`config.mk`:
```
export PLATFORM = sky130hd
export DESIGN_NAME = gpio_sc_port
export DESIGN_NICKNAME = d
export VERILOG_FILES = /design/src/rtl/gpsc_pkg.sv /design/src/rtl/gpsc_decode.sv /design/src/rtl/gpsc_screg.sv /design/src/rtl/gpsc_sync.sv /design/src/rtl/gpio_sc_port.sv
export SDC_FILE = /design/constraint.sdc
export NUM_CORES = 1
export LEC_CHECK = 0
export ABC_AREA = 0
export BUFFER_PORTS_ARGS = -buffer_cell sky130_fd_sc_hd__buf_2
export CORE_ASPECT_RATIO = 1.75
export CORE_UTILIZATION = 53
export CTS_CLUSTER_DIAMETER = 30
export CTS_CLUSTER_SIZE = 20
export DETAILED_ROUTE_END_ITERATION = 8
export GPL_ROUTABILITY_DRIVEN = 0
export PLACE_DENSITY_LB_ADDON = 0.05
export SLEW_MARGIN = 25
export SYNTH_ARGS = -nofsm -noshare
export SYNTH_HDL_FRONTEND = slang
export SYNTH_SLANG_ARGS = --single-unit
export TNS_END_PERCENT = 50
```
`constraint.sdc`:
```
create_clock -name clk -period 1.22 [get_ports clk]
set_clock_uncertainty 0.1 [all_clocks]
set_input_delay 0 -clock clk [delete_from_list [all_inputs] [get_ports clk]]
set_output_delay 0 -clock clk [all_outputs]
set_load 0.01 [all_outputs]
```
`src/rtl/gpsc_pkg.sv`:
```
package gpsc_pkg;
  localparam int unsigned ADDR_W = 12;
  localparam int unsigned WORD_W = 32;
  localparam int unsigned NREG   = 3;   // 0 data, 1 direction, 2 debounce
  localparam int unsigned IDX_DAT = 0;
  localparam int unsigned IDX_DIR = 1;
  localparam int unsigned IDX_DBN = 2;

  localparam logic [ADDR_W-1:0] OFS_DAT_SET = 12'h000;
  localparam logic [ADDR_W-1:0] OFS_DAT_CLR = 12'h004;
  localparam logic [ADDR_W-1:0] OFS_DIR_SET = 12'h010;
  localparam logic [ADDR_W-1:0] OFS_DIR_CLR = 12'h014;
  localparam logic [ADDR_W-1:0] OFS_DIR_RD  = 12'h018;
  localparam logic [ADDR_W-1:0] OFS_DBN_SET = 12'h060;
  localparam logic [ADDR_W-1:0] OFS_DBN_CLR = 12'h064;
  localparam logic [ADDR_W-1:0] OFS_EXT_RD  = 12'h080;

  // Next value of a set/clear register: conflicting bits hold.
  function automatic logic [WORD_W-1:0] sc_next(input logic [WORD_W-1:0] cur,
                                                input logic [WORD_W-1:0] s,
                                                input logic [WORD_W-1:0] c);
    return (cur | (s & ~c)) & ~(c & ~s);
  endfunction
endpackage

```
`src/rtl/gpsc_decode.sv`:
```
module gpsc_decode
  import gpsc_pkg::*;
#(
  parameter int unsigned N = 32
) (
  input  logic                     wr,
  input  logic [ADDR_W-1:0]        addr,
  input  logic [WORD_W-1:0]        wdata,
  output logic [NREG-1:0][N-1:0]   set_m,
  output logic [NREG-1:0][N-1:0]   clr_m
);
  localparam logic [NREG-1:0][ADDR_W-1:0] SET_OFS = {OFS_DBN_SET, OFS_DIR_SET, OFS_DAT_SET};
  localparam logic [NREG-1:0][ADDR_W-1:0] CLR_OFS = {OFS_DBN_CLR, OFS_DIR_CLR, OFS_DAT_CLR};

  for (genvar g = 0; g < NREG; g++) begin : g_dec
    assign set_m[g] = (wr && addr == SET_OFS[g]) ? wdata[N-1:0] : '0;
    assign clr_m[g] = (wr && addr == CLR_OFS[g]) ? wdata[N-1:0] : '0;
  end
endmodule

```
`src/rtl/gpsc_screg.sv`:
```
module gpsc_screg
  import gpsc_pkg::*;
#(
  parameter int unsigned N = 32
) (
  input  logic         clk,
  input  logic         rst_n,
  input  logic [N-1:0] set_i,
  input  logic [N-1:0] clr_i,
  output logic [N-1:0] q
);
  logic [WORD_W-1:0] nxt_w;
  logic [N-1:0] set_only, clr_only, both_hit, touched;

  assign nxt_w    = sc_next(WORD_W'(q), WORD_W'(set_i), WORD_W'(clr_i));
  assign set_only = set_i & ~clr_i;
  assign clr_only = clr_i & ~set_i;
  assign both_hit = set_i & clr_i;
  assign touched  = set_i | clr_i;

  always_ff @(posedge clk or negedge rst_n) begin
    if (!rst_n) q <= '0;
    else        q <= nxt_w[N-1:0];
  end


  set_bits_chk: assert property (@(posedge clk) disable iff (!rst_n)
    (|set_only) |=> ((q & $past(set_only)) == $past(set_only)));

  clr_bits_chk: assert property (@(posedge clk) disable iff (!rst_n)
    (|clr_only) |=> ((q & $past(clr_only)) == '0));

  both_keep_chk: assert property (@(posedge clk) disable iff (!rst_n)
    (|both_hit) |=> ((q & $past(both_hit)) == ($past(q) & $past(both_hit))));

  untouched_chk: assert property (@(posedge clk) disable iff (!rst_n)
    1'b1 |=> (((q ^ $past(q)) & ~$past(touched)) == '0));
endmodule

```
`src/rtl/gpsc_sync.sv`:
```
module gpsc_sync #(
  parameter int unsigned N      = 32,
  parameter int unsigned STAGES = 2
) (
  input  logic         clk,
  input  logic         rst_n,
  input  logic [N-1:0] d,
  output logic [N-1:0] q
);
  logic [STAGES-1:0][N-1:0] chain;
  logic [1:0] warm;

  for (genvar s = 0; s < STAGES; s++) begin : g_stage
    if (s == 0) begin : g_first
      always_ff @(posedge clk or negedge rst_n)
        if (!rst_n) chain[s] <= '0;
        else        chain[s] <= d;
    end else begin : g_rest
      always_ff @(posedge clk or negedge rst_n)
        if (!rst_n) chain[s] <= '0;
        else        chain[s] <= chain[s-1];
    end
  end
  assign q = chain[STAGES-1];

  always_ff @(posedge clk or negedge rst_n)
    if (!rst_n)          warm <= '0;
    else if (warm != 2'd3) warm <= warm + 2'd1;

  if (STAGES == 2) begin : g_lat_chk

    ext_lat_chk: assert property (@(posedge clk) disable iff (!rst_n)
      (warm >= 2'd2) |-> (q == $past(d, 2)));
  end
endmodule

```
`src/rtl/gpio_sc_port.sv`:
```
module gpio_sc_port
  import gpsc_pkg::*;
#(
  parameter int unsigned NUM_LINES   = 32,
  parameter int unsigned SYNC_STAGES = 2
) (
  input  logic                 clk,
  input  logic                 rst_n,
  input  logic                 bus_wr,
  input  logic                 bus_rd,
  input  logic [ADDR_W-1:0]    bus_addr,
  input  logic [WORD_W-1:0]    bus_wdata,
  output logic [WORD_W-1:0]    bus_rdata,
  input  logic [NUM_LINES-1:0] pad_in,
  output logic [NUM_LINES-1:0] pad_out,
  output logic [NUM_LINES-1:0] pad_oe,
  output logic [NUM_LINES-1:0] dbnc_en
);
  localparam int unsigned N = NUM_LINES;

  logic [NREG-1:0][N-1:0] set_m, clr_m, reg_q;
  logic [N-1:0] ext_q;
  logic [N-1:0] any_hit;

  gpsc_decode #(.N(N)) u_dec (
    .wr(bus_wr), .addr(bus_addr), .wdata(bus_wdata),
    .set_m(set_m), .clr_m(clr_m)
  );

  for (genvar r = 0; r < NREG; r++) begin : g_reg
    gpsc_screg #(.N(N)) u_reg (
      .clk(clk), .rst_n(rst_n),
      .set_i(set_m[r]), .clr_i(clr_m[r]), .q(reg_q[r])
    );
  end

  gpsc_sync #(.N(N), .STAGES(SYNC_STAGES)) u_sync (
    .clk(clk), .rst_n(rst_n), .d(pad_in), .q(ext_q)
  );

  assign pad_out = reg_q[IDX_DAT];
  assign pad_oe  = reg_q[IDX_DIR];
  assign dbnc_en = reg_q[IDX_DBN];

  always_comb begin
    bus_rdata = '0;
    if (bus_rd) begin
      case (bus_addr)
        OFS_DIR_RD: bus_rdata[N-1:0] = reg_q[IDX_DIR];
        OFS_EXT_RD: bus_rdata[N-1:0] = ext_q;
        default:    bus_rdata = '0;
      endcase
    end
  end

  assign any_hit = set_m[IDX_DAT] | clr_m[IDX_DAT] | set_m[IDX_DIR] | clr_m[IDX_DIR]
                 | set_m[IDX_DBN] | clr_m[IDX_DBN];


  dir_readback_chk: assert property (@(posedge clk) disable iff (!rst_n)
    (bus_rd && bus_addr == OFS_DIR_RD) |-> (bus_rdata[N-1:0] == pad_oe));

  set_addr_zero_chk: assert property (@(posedge clk) disable iff (!rst_n)
    (bus_rd && (bus_addr == OFS_DAT_SET || bus_addr == OFS_DIR_CLR)) |-> (bus_rdata == '0));

  ro_write_quiet_chk: assert property (@(posedge clk) disable iff (!rst_n)
    (bus_wr && (bus_addr == OFS_DIR_RD || bus_addr == OFS_EXT_RD)) |=>
      ($stable(pad_out) && $stable(pad_oe) && $stable(dbnc_en)));

  no_hit_decode_chk: assert property (@(posedge clk) disable iff (!rst_n)
    (!bus_wr) |-> (any_hit == '0));
endmodule

```
==> metrics <==
HPWL Detailed=15.8 mm; post-synth top area share=0.525; PwrDens=1010 mW/mm²; run status=finished, violations left; post-synth cell types=27; vias per cell=6.37; failing checks=negative hold slack, negative setup slack; static leakage=0.00562 µW; CTS max path bufs=2; antenna violations before repair=1; core area=0.0140 mm²; Multi-input gate area=0.00363 mm²; Final min period=1.50 ns; CP max-delay cell=nor4b_4; worst hold slack=-0.190 ns; crit path DAT=1.40 ns; Post-Syn Nets=711; FMAX=665 MHz; FP Rows=57; DRT Pass-1 Iters=6; CTS Buf Count=17; Setup violations, final=108; post-synthesis compound-gate area fraction=0.227; Max Cap Violations=0; root buffer cell=clkbuf_16; Initial Utilization=0.545; TritonCTS clock tree=yes; cell count after synthesis=631; Reg area=0.00401 mm²; post-layout util=0.873; largest family of logic cells by synthesized area=compound AO/OA/AOI/OAI gates; Avg Synthesized Cell Area=12.1 µm²; area grow syn2layout=60.2%; critical-path cell list=buf_2 > buf_6 > nor4b_4 > nand3_4 > buf_6 > nor2_1 > buf_2; RSZ-0062 raised after global routing=yes; period utilization=1.23; Synth Warn #=0; total die area=0.0149 mm²; CP endpoint kind=output pin; placed cell count=1017; Max H-tree Level=4; Total GRT Usage=0.335; critical path class=input port to output pin; Crit Path Max Fanout=12; Non-Filler Instances=1178; DRT iter0 DRCs=791; Final WS setup=-0.283 ns; total gr overflow=0; Fillers=662; final WL=30.2 mm; via count=7502; Startpoint Class=input port; adder-cell area share of the yosys netlist=0; clk slew on worst S/H paths=0.08 ns; Routed Antenna Nets=0; port bufs=207; worst slack, placed=-0.463 ns; synth top area cells=dfrtp_1, o41ai_2, o31ai_1; required time worst endpoint=1.12 ns; post-synthesis mux area share=0.0420; Peak VDD IR=0.00107 V; clk_lat worst skew=0.43 ns; WL/cell=25.6 µm; layout cells sized above 1=0.527; Relative slew margins=0.655; post-synthesis simple-gate area fraction=0.128; Pins Over Slew Limit=0; Synth Register Bits=160; Seq/Total Area, Yosys=0.525; crit-path max cell delay=0.44 ns; largest net degree at the start of global routing=53; total power=12300 µW; Yosys top cell by area=dfrtp_1; Nets=1067; Worst Hold Class=input port to register; Clock Sinks=160; Hold Vio Cnt, Final=47; die width=92.6 µm; global-route wire length before repair=38.0 mm; vias in the first global route=7096; Syn Std Cell Area=0.00762 mm²; Die Y=161 µm; Slew @ Worst Pin=0.518 ns; DRC viols=0; Synth Area in XOR/XNOR=0; # IOs=208
==> registers in the layout, summed over array words and instances, names as in the netlist <==
signal / cells
u_sync.q: 32
g.u_reg.q: 96
u_sync.chain: 32
==> final cells by class <==
cell class | count | area share
inverter | 64 | 0.0197
multi-input combinational | 335 | 0.298
tap | 177 | 0.0181
clock inverter | 14 | 0.0117
timing repair buffer | 409 | 0.288
clock buffer | 18 | 0.0360
antenna | 1 | 0.000205
sequential | 160 | 0.328
==> worst max-delay path: cells and delay by family <==
family	cells	cell delay, ns
buf+inv	4	0.60
simple gates	3	0.79
==> path summary, 6_finish.rpt <==
path	from	end	slack (ns)	cells after the start
min in group asynchronous	rst_n	u_sync.chain[8]	-0.05	2
min reg2reg	u_sync.chain[28]	u_sync.q[28]	0.25	0
max reg2reg	g_reg[1].u_reg.q[12]	g_reg[1].u_reg.q[12]	0.13	4
min	bus_wdata[2]	g_reg[2].u_reg.q[2]	-0.19	3
max in group asynchronous	rst_n	u_sync.chain[10]	0.08	3
max	bus_addr[0]	bus_rdata[31]	-0.28	7
==> report_power, final <==
group | total (µW) | switching, µW | leakage [µW] | internal (µW)
sequential | 5480 | 54.5 | 0.00191 | 5420
clock | 5290 | 2520 | 0.000280 | 2770
combinational | 1500 | 843 | 0.00343 | 657
==> metrics by stage <==
step                      area, µm²  TNS, ns
after floorplan                7680   -15.21
after global placement         9370   -39.14
after detailed placement       9370   -41.31
after CTS                     11000    -4.60
after global routing          12200   -16.52
final                         12200   -13.67
==> timing repair <==
| action | CTS | global route |
|---|---|---|
| resized for setup | 38 | 123 |
| hold buffers | 65 | 22 |
| buffers inserted | 22 | 20 |
| cloned | 1 | 17 |
| endpoints found under the hold margin | 287 | 61 |
| pin swaps | 0 | 39 |
| setup endpoints to repair | 39 | 114 |
==> metal layers <==
metal  vias up  GRT usage  part of all wire  wire [µm]
li1       3084          -                 -          -
met1      3724      0.397              0.34      10400
met2       529      0.590              0.52      15700
met3       165     0.0511             0.076       2290
met4         0      0.158             0.062       1870
met5         -          0                 0          0
==> synthesized netlist by cell type <==
master and instances:
nor4bb_1 1, buf_2 3, or3b_2 32, buf_1 10, buf_4 6, nor4_4 1
mux2i_1 32, nor2b_1 1, o41ai_1 4, o31ai_1 64, or2_2 1, clkbuf_1 46
nor3b_1 1, nand4_1 34, nor4b_4 1, or4b_1 1, and3b_1 1, nor2_1 34
buf_6 7, o41ai_2 60, a22oi_1 32, or4_1 1, nor4b_1 1, dfrtp_1 160
inv_1 64, nand3b_1 32, nand3_1 1
==> cells in the final DEF (no fill, tap or decap), drive strengths merged, types with 2 or more instances in the layout <==
cell	Yosys	final
clkinvlp	0	2
o41ai	64	64
buf	26	331
dfrtp	160	160
mux2i	32	32
nor4b	2	2
a22oi	32	32
clkinv	0	4
o31ai	64	64
nand3b	32	32
nand4	34	34
nor2	34	34
dlygate4sd3	0	66
or3b	32	32
inv	64	72
clkbuf	46	29
==> cells by family (layout without fill, tap and decap cells) <==
logic type / count (synthesis) / after routing
muxes: 32 / 32
other: 0 / 1
DFF: 160 / 160
AOI/OAI and AO/OA: 160 / 160
and+or+nand+nor: 143 / 143
buffers and inverters: 136 / 505
Power figures use the tool's default switching activity.
